$ cat src/rtl/usb_irq_pkg.sv
package usb_irq_pkg;

  typedef enum logic [1:0] {
    EP_KIND_CTRL = 2'd0,
    EP_KIND_IN   = 2'd1,
    EP_KIND_OUT  = 2'd2,
    EP_KIND_NONE = 2'd3
  } ep_kind_e;

  localparam int unsigned REG_ADDR_W = 2;

  localparam logic [REG_ADDR_W-1:0] ADDR_STATUS = 2'd0;
  localparam logic [REG_ADDR_W-1:0] ADDR_ACK    = 2'd1;
  localparam logic [REG_ADDR_W-1:0] ADDR_ENABLE = 2'd2;

endpackage

$ cat src/rtl/ep_evt_detect.sv
module ep_evt_detect
  import usb_irq_pkg::*;
(
  input  logic     clk,
  input  logic     rst_n,
  input  logic     rx_out,
  input  logic     tx_rdy,
  input  logic     rx_setup,
  input  logic     tx_done,
  input  ep_kind_e kind,
  output logic     set_evt
);

  logic rx_out_q;
  logic tx_rdy_q;
  logic rx_setup_q;
  logic tx_done_q;

  logic allow_out;
  logic allow_in;
  logic allow_ctl;

  logic rise_out;
  logic fall_rdy;
  logic rise_setup;
  logic rise_done;

  // Previous value of every flag, taken on every clock.
  always_ff @(posedge clk or negedge rst_n) begin
    if (!rst_n) begin
      rx_out_q   <= 1'b0;
      tx_rdy_q   <= 1'b0;
      rx_setup_q <= 1'b0;
      tx_done_q  <= 1'b0;
    end else begin
      rx_out_q   <= rx_out;
      tx_rdy_q   <= tx_rdy;
      rx_setup_q <= rx_setup;
      tx_done_q  <= tx_done;
    end
  end

  always_comb begin
    allow_ctl = (kind == EP_KIND_CTRL);
    allow_out = allow_ctl || (kind == EP_KIND_OUT);
    allow_in  = allow_ctl || (kind == EP_KIND_IN);

    rise_out   = rx_out & ~rx_out_q;
    fall_rdy   = ~tx_rdy & tx_rdy_q;
    rise_setup = rx_setup & ~rx_setup_q;
    rise_done  = tx_done & ~tx_done_q;

    set_evt = (allow_out & rise_out)
            | (allow_in & fall_rdy)
            | (allow_ctl & (rise_setup | rise_done));
  end


  endpoint_kind_mask_chk: assert property (@(posedge clk) disable iff (!rst_n)
    (kind == EP_KIND_NONE) |-> !set_evt);

endmodule

$ cat src/rtl/irq_status_bank.sv
module irq_status_bank #(
  parameter int unsigned NUM_EP = 7
) (
  input  logic              clk,
  input  logic              rst_n,
  input  logic [NUM_EP-1:0] set_evt,
  input  logic              sof_pulse,
  input  logic              ack_we,
  input  logic [NUM_EP:0]   ack_bits,
  output logic [NUM_EP-1:0] status,
  output logic              sof_pend
);

  logic [NUM_EP-1:0] clr_vec;

  always_comb begin
    clr_vec = ack_we ? ack_bits[NUM_EP-1:0] : '0;
  end

  // Set is applied after clear, so a coincident event survives.
  always_ff @(posedge clk or negedge rst_n) begin
    if (!rst_n) begin
      status <= '0;
    end else begin
      status <= (status & ~clr_vec) | set_evt;
    end
  end

  always_ff @(posedge clk or negedge rst_n) begin
    if (!rst_n) begin
      sof_pend <= 1'b0;
    end else if (sof_pulse) begin
      sof_pend <= 1'b1;
    end else if (ack_we && ack_bits[NUM_EP]) begin
      sof_pend <= 1'b0;
    end
  end


  status_no_spurious_chk: assert property (@(posedge clk) disable iff (!rst_n)
    1'b1 |=> ((status & ~$past(status) & ~$past(set_evt)) == '0));


  set_lands_chk: assert property (@(posedge clk) disable iff (!rst_n)
    (|set_evt) |=> ((status & $past(set_evt)) == $past(set_evt)));


  ack_clears_chk: assert property (@(posedge clk) disable iff (!rst_n)
    (ack_we && |(ack_bits[NUM_EP-1:0] & ~set_evt))
      |=> ((status & $past(ack_bits[NUM_EP-1:0] & ~set_evt)) == '0));


  sof_latch_chk: assert property (@(posedge clk) disable iff (!rst_n)
    sof_pulse |=> sof_pend);

endmodule

$ cat src/rtl/irq_cpu_port.sv
module irq_cpu_port
  import usb_irq_pkg::*;
#(
  parameter int unsigned NUM_EP = 7,
  localparam int unsigned REG_W = NUM_EP + 1
) (
  input  logic                  clk,
  input  logic                  rst_n,
  input  logic                  cpu_rd,
  input  logic                  cpu_wr,
  input  logic [REG_ADDR_W-1:0] cpu_addr,
  input  logic [REG_W-1:0]      cpu_wdata,
  input  logic [NUM_EP-1:0]     status,
  output logic [REG_W-1:0]      enable,
  output logic                  ack_we,
  output logic [REG_W-1:0]      ack_bits,
  output logic [REG_W-1:0]      cpu_rdata
);

  logic [REG_W-1:0] rd_mux;

  always_comb begin
    ack_we   = cpu_wr && (cpu_addr == ADDR_ACK);
    ack_bits = cpu_wdata;
  end

  always_ff @(posedge clk or negedge rst_n) begin
    if (!rst_n) begin
      enable <= '0;
    end else if (cpu_wr && (cpu_addr == ADDR_ENABLE)) begin
      enable <= cpu_wdata;
    end
  end

  always_comb begin
    unique case (cpu_addr)
      ADDR_STATUS: rd_mux = {1'b0, status};
      ADDR_ENABLE: rd_mux = enable;
      default:     rd_mux = '0;
    endcase
  end

  always_ff @(posedge clk or negedge rst_n) begin
    if (!rst_n) begin
      cpu_rdata <= '0;
    end else if (cpu_rd) begin
      cpu_rdata <= rd_mux;
    end
  end


  status_msb_zero_chk: assert property (@(posedge clk) disable iff (!rst_n)
    (cpu_rd && cpu_addr == ADDR_STATUS) |=> !cpu_rdata[REG_W-1]);


  ack_reads_zero_chk: assert property (@(posedge clk) disable iff (!rst_n)
    (cpu_rd && cpu_addr == ADDR_ACK) |=> (cpu_rdata == '0));


  enable_holds_chk: assert property (@(posedge clk) disable iff (!rst_n)
    !(cpu_wr && cpu_addr == ADDR_ENABLE) |=> $stable(enable));

endmodule

$ cat src/rtl/usb_ep_irq_agg.sv
module usb_ep_irq_agg
  import usb_irq_pkg::*;
#(
  parameter int unsigned NUM_EP = 7,
  localparam int unsigned REG_W = NUM_EP + 1
) (
  input  logic                  clk,
  input  logic                  rst_n,
  input  logic [NUM_EP-1:0]     ep_rx_out,
  input  logic [NUM_EP-1:0]     ep_tx_rdy,
  input  logic [NUM_EP-1:0]     ep_rx_setup,
  input  logic [NUM_EP-1:0]     ep_tx_done,
  input  logic [2*NUM_EP-1:0]   ep_type,
  input  logic                  sof_pulse,
  input  logic                  cpu_rd,
  input  logic                  cpu_wr,
  input  logic [REG_ADDR_W-1:0] cpu_addr,
  input  logic [REG_W-1:0]      cpu_wdata,
  output logic [REG_W-1:0]      cpu_rdata,
  output logic                  irq
);

  logic [NUM_EP-1:0] set_evt;
  logic [NUM_EP-1:0] status;
  logic              sof_pend;
  logic [REG_W-1:0]  enable;
  logic              ack_we;
  logic [REG_W-1:0]  ack_bits;

  for (genvar g = 0; g < NUM_EP; g++) begin : g_ep
    ep_evt_detect u_det (
      .clk      (clk),
      .rst_n    (rst_n),
      .rx_out   (ep_rx_out[g]),
      .tx_rdy   (ep_tx_rdy[g]),
      .rx_setup (ep_rx_setup[g]),
      .tx_done  (ep_tx_done[g]),
      .kind     (ep_kind_e'(ep_type[2*g +: 2])),
      .set_evt  (set_evt[g])
    );
  end

  irq_status_bank #(.NUM_EP(NUM_EP)) u_bank (
    .clk       (clk),
    .rst_n     (rst_n),
    .set_evt   (set_evt),
    .sof_pulse (sof_pulse),
    .ack_we    (ack_we),
    .ack_bits  (ack_bits),
    .status    (status),
    .sof_pend  (sof_pend)
  );

  irq_cpu_port #(.NUM_EP(NUM_EP)) u_port (
    .clk       (clk),
    .rst_n     (rst_n),
    .cpu_rd    (cpu_rd),
    .cpu_wr    (cpu_wr),
    .cpu_addr  (cpu_addr),
    .cpu_wdata (cpu_wdata),
    .status    (status),
    .enable    (enable),
    .ack_we    (ack_we),
    .ack_bits  (ack_bits),
    .cpu_rdata (cpu_rdata)
  );

  always_comb begin
    irq = (|(status & enable[NUM_EP-1:0])) | (sof_pend & enable[NUM_EP]);
  end


  irq_has_source_chk: assert property (@(posedge clk) disable iff (!rst_n)
    irq |-> ((|status) || sof_pend));


  irq_masked_chk: assert property (@(posedge clk) disable iff (!rst_n)
    (enable == '0) |-> !irq);

endmodule

$ cat config.mk
export PLATFORM = sky130hd
export DESIGN_NAME = usb_ep_irq_agg
export DESIGN_NICKNAME = d
export VERILOG_FILES = /design/src/rtl/usb_irq_pkg.sv /design/src/rtl/ep_evt_detect.sv /design/src/rtl/irq_status_bank.sv /design/src/rtl/irq_cpu_port.sv /design/src/rtl/usb_ep_irq_agg.sv
export SDC_FILE = /design/constraint.sdc
export NUM_CORES = 1
export LEC_CHECK = 0
export BUFFER_PORTS_ARGS = -buffer_cell sky130_fd_sc_hd__buf_4
export CORE_ASPECT_RATIO = 0.6
export CORE_MARGIN = 4
export CORE_UTILIZATION = 52
export CTS_BUF_LIST = sky130_fd_sc_hd__clkbuf_2
export CTS_CLUSTER_DIAMETER = 50
export DETAILED_ROUTE_END_ITERATION = 16
export GPL_TIMING_DRIVEN = 0
export HOLD_SLACK_MARGIN = 0.1
export PLACE_DENSITY = 0.8
export SLEW_MARGIN = 10
export SYNTH_ARGS = -nofsm -noshare
export SYNTH_HDL_FRONTEND = slang
export SYNTH_SLANG_ARGS = --single-unit
$ cat constraint.sdc
create_clock -name clk -period 1.1 [get_ports clk]
set_input_delay 0.22 -clock clk [delete_from_list [all_inputs] [get_ports clk]]
set_output_delay 0.22 -clock clk [all_outputs]
set_load 0.01 [all_outputs]
# After elaboration in Yosys (flattened, before gate mapping)
# Index checks and enable logic that the tools add are counted.
[totals]
ff_bits = 52
[op_classes]
reduce_logical = 27
n_mux = 4
bitwise_logic = 104
n_eq_ne = 16
[ops]
columns = ["cell", "count"]
rows = [
  ["1-bit AND", 50],
  ["1-bit NOT", 28],
  ["1-bit OR", 22],
  ["2-bit by 1-bit equality test with 1-bit output, second input constant", 8],
  ["2-bit equality test, second input constant", 8],
  ["2-bit logical NOT", 8],
  ["8-bit case mux with 2 select lines", 1],
  ["7-bit AND", 2],
  ["1-bit logical OR", 14],
  ["7-bit two-way mux", 1],
  ["7-bit NOT", 1],
  ["7-bit OR", 1],
  ["7-bit OR reduction", 1],
  ["1-bit logical AND", 3],
  ["1-bit two-way mux", 2],
  ["2-bit nonzero test", 1],
]

# Logic depth before layout (Yosys ltp)
[depth]
depth_word = 6
depth_mapped = 4
mapped_depth_nobuf = 3

# Cells and area by module
# Synthesis repeated with hierarchy kept, for this count alone.
[hier_totals]
hier_cells = 169
area_unflattened_um2 = 2088.3
[by_module_without_submodules]
columns = ["module", "cells_each", "seq_area_each_um2", "instances", "area_each_um2"]
rows = [
  ["ep_evt_detect", 11, 100.1, 7, 141.4],
  ["irq_cpu_port", 62, 400.4, 1, 764.5],
  ["irq_status_bank", 25, 200.2, 1, 297.8],
  ["usb_ep_irq_agg", 5, 0.0, 1, 36.3],
]

# Worst setup path before layout
# No wires, ideal clock.
[synth_path]
kind = "input to register"
start = "input cpu_addr[1]"
end = "register u_port.enable[0]"
slack_ns = 0.028
t_required_ns = 0.975
cell_stages = 4
arrival_time_ns = 0.947
setup_time_ns = 0.125
cell_sequence = "buf_6 -> and2b_4 -> nand2_4 -> mux2_4"
[synth_between]
elab_chain_cells = 2
[synth_rtl]
columns = ["element", "line_no", "rtl"]
rows = [
  ["from (decl)", "usb_ep_irq_agg.sv:17", "input logic [REG_ADDR_W-1:0] cpu_addr,"],
  ["2-bit equality test", "irq_cpu_port.sv:30", "end else if (cpu_wr && (cpu_addr == ADDR_ENABLE)) begin"],
  ["1-bit logical AND", "irq_cpu_port.sv:30", ""],
  ["to (signal assigned)", "irq_cpu_port.sv:31", "enable <= cpu_wdata;"],
  ["to (decl)", "irq_cpu_port.sv:14", "output logic [REG_W-1:0] enable,"],
]
# No other way between the ends.
# A chain may end at the register's enable or synchronous reset.

# Worst setup path in the final report
[layout_path]
start = "register u_port.enable[7]"
end = "output irq"
[layout_between]
elab_chain_cells = 2
[layout_rtl]
columns = ["element", "line_no", "rtl"]
rows = [
  ["1-bit AND", "usb_ep_irq_agg.sv:69", "irq = (|(status & enable[NUM_EP-1:0])) | (sof_pend & enable[NUM_EP]);"],
  ["1-bit OR", "usb_ep_irq_agg.sv:69", ""],
  ["to (decl)", "usb_ep_irq_agg.sv:20", "output logic irq"],
]
# No other way between the ends.

==> impl_results.md <==
* Initial Util at 0.547
* Startpoint Class: flip-flop
* Synthesized area at 2040 sq um
* Netlist cell types at 20
* Design area at around 3300 sq um
* Fill count at around 150
* DRT Pass-1 Iters at 4
* I/O pin cnt at 66
* Remaining global-route overflow at 0
* Core area at between 3000 and 4000 sq um
* Unrepaired setup endpoints after global routing: true
* CP endpoint kind: output pin
* NumNets Final at around 360
* Slew margin rel. at 0.573
* Initial drt markers at between 100 and 150
* Yosys reg bits at 52
* Max VDD drop at between 0.001 and 0.0015 V
* CTS buffer count at 5
* Max_cap viols at 0
* Power Dens Cells at between 1000 and 1500 nW/um^2
* Area growth syn-to-layout at 62.9%
* Layout cell share with drive strength beyond 1 at 0.333
* Fin crit period at 1.71 ns
* Synthesized area per cell at roughly 13 sq um
* F_max at between 500 and 600 MHz
* Core Util, Final at 0.891
* Clk_lat worst skew at about 0.43 ns
* Failing checks: setup timing
* Final non-filler cell total at about 350
* Yosys warns at 0
* Worst setup margin at -0.605 ns
* Vias in the first global route at a little over 2,000
* Static Leak at about 1.6 nW
* DRC viols at 0
* DP Worst Slack at -0.0822 ns
* First-pass GRT wire length at 9820 microns
* Final period util at 1.55
* Vias per cell at 5.52
* HPWL after DPL at 3190 microns
* Final ANT Viol Nets at 0
* Clock Path Buffers at 2
* Die Span Y at between 50 and 60 microns
* Final Hold Viols at 0
* Critical Path RT at roughly 0.88 ns
* Clock root cell: clkbuf_2
* Post-Route WL at 6970 microns
* H-tree depth at 2
* Slew Limit Fails at 0
* Final setup violation count at 9
* # rows at 17
* Critical path fanouts, max at 3
* # diodes at 0
* Outcome: complete, but fails checks
* Die Wd at 88.8 microns
* Worst Max-Slew Pin Slew at around 0.64 ns
* Initial antenna violation count at 0
* Post-synthesis sequential area ratio at 0.639
* Crit path DAT at about 1.5 ns
* Mapped Cells at approximately 160
* GPL Wtd Cong at 0.847
* Post-synth net total at approximately 220
* Tot Pwr at roughly 4.2 mW
* Number of port buffers at between 60 and 70
* Total track usage at 0.263
* Clock sinks at 52
* Largest net degree at the start of global routing at 53
* TritonCTS clock tree: done
* Post-DP Area at approximately 2600 sq um
* Clock transition at the registers of the reported paths at 0.25 ns
* Post-DR wirelength/cell at about 20 microns
* Clock Skew at approximately 0.0063 ns
* Worst Hold Class: in -> reg
* Register-to-register setup slack at around 0.04 ns
* Vias post-DR at roughly 1,900
* Crit path kind: reg -> out
* Die ar. at between 5000 and 6000 sq um
* Placed insts at roughly 270
-- logic make-up (layout without fill, tap and decap cells) --
family | Yosys count | after routing | share of synthesized area
AND/OR/NAND/NOR | 21 | 21 | 0.0707
buffers and inverters | 33 | 171 | 0.0651
AO/OA/AOI/OAI | 41 | 41 | 0.132
flip-flops | 52 | 52 | 0.639
multiplexers | 15 | 15 | 0.0934
-- registers in the layout, indices dropped and copies added, names as in the netlist --
| name | cells |
|---|---|
| g_ep.u_det.tx_done_q | 7 |
| u_port.cpu_rdata | 8 |
| g_ep.u_det.rx_out_q | 7 |
| u_bank.status | 7 |
| g_ep.u_det.rx_setup_q | 7 |
| u_port.enable | 8 |
| g_ep.u_det.tx_rdy_q | 7 |
| u_bank.sof_pend | 1 |
-- per-layer routing --
metal,track usage,share of wire
met5,0,0
met2,0.458,0.50
met4,0.0991,0.061
met3,0.0704,0.072
met1,0.308,0.37
-- power by group --
group          internal [mW]  total [mW]  switching, mW
Combinational          0.593       0.977          0.383
Sequential              2.08        2.22          0.138
Clock                  0.390       0.990          0.600
-- worst max-delay path: stages (launching register included) --
cell	delay (ns)
dfrtp_1	0.49
a22oi_1	0.25
nand4_1	0.14
buf_4	0.17
-- Yosys cell counts --
cell type | number | share of area
mux2i_1 | 7 | 0.034
buf_2 | 1 | 0.0025
mux2_4 | 8 | 0.059
o21ai_1 | 9 | 0.022
nor3b_1 | 7 | 0.026
nand2_4 | 1 | 0.0055
a21oi_1 | 7 | 0.017
buf_6 | 1 | 0.0055
nand3_1 | 1 | 0.0025
and2b_4 | 1 | 0.0049
o311ai_1 | 7 | 0.030
dfrtp_1 | 52 | 0.64
o22ai_1 | 7 | 0.022
nand3b_4 | 1 | 0.0098
nand4_1 | 1 | 0.0031
inv_1 | 30 | 0.055
a22oi_1 | 11 | 0.041
clkbuf_1 | 1 | 0.0018
nand2b_1 | 2 | 0.0061
nor2_1 | 7 | 0.013
-- cell usage in the layout, fill, tap and decap left out, types with 8 or more instances in the layout --
cell,instances
o21ai_1,9
inv_1,30
dlygate4sd3_1,54
dfrtp_1,52
buf_4,68
mux2_4,8
a22oi_1,8
buf_6,9
-- per-stage QoR --
step / TNS [ns] / hold WS [ns]
after floorplan: 0 / -0.0756
after global placement: -0.512 / 0.283
after detailed placement: -0.712 / 0.282
after CTS: -1.38 / 0.147
after global routing: -2.14 / 0.130
final: -1.66 / 0.143
-- final timing paths --
path                       depth (start not counted)                   start                       to
min reg2reg                                        2  g_ep[5].u_det.tx_rdy_q         u_bank.status[5]
max in group asynchronous                          2                   rst_n         u_port.enable[2]
max reg2reg                                        3  g_ep[2].u_det.rx_out_q         u_bank.status[2]
max                                                3        u_port.enable[7]                      irq
min in group asynchronous                          2                   rst_n  g_ep[3].u_det.tx_done_q
min                                                3             cpu_addr[1]      u_port.cpu_rdata[5]
-- timing repair --
action	4_1_cts	5_1_grt
setup endpoints to repair	9	9
pin swaps	2	1
hold buffers	54	0
hold endpoints to repair	99	0
gates resized for setup	10	1
setup buffers	7	6
-- layout make-up --
type                            instances  area (sq um)  share of cell area
Buffer                                  3          20.0             0.00604
Multi-Input combinational cell         77           617               0.186
Sequential cell                        52          1300               0.392
Clock inverter                          2          35.0              0.0106
Clock buffer                            6          30.0             0.00906
Timing Repair Buffer                  130          1140               0.344
Inverter                               30           113              0.0340
Tap cell                               47          58.8              0.0177
No activity file was read; power rests on OpenSTA's default activity.
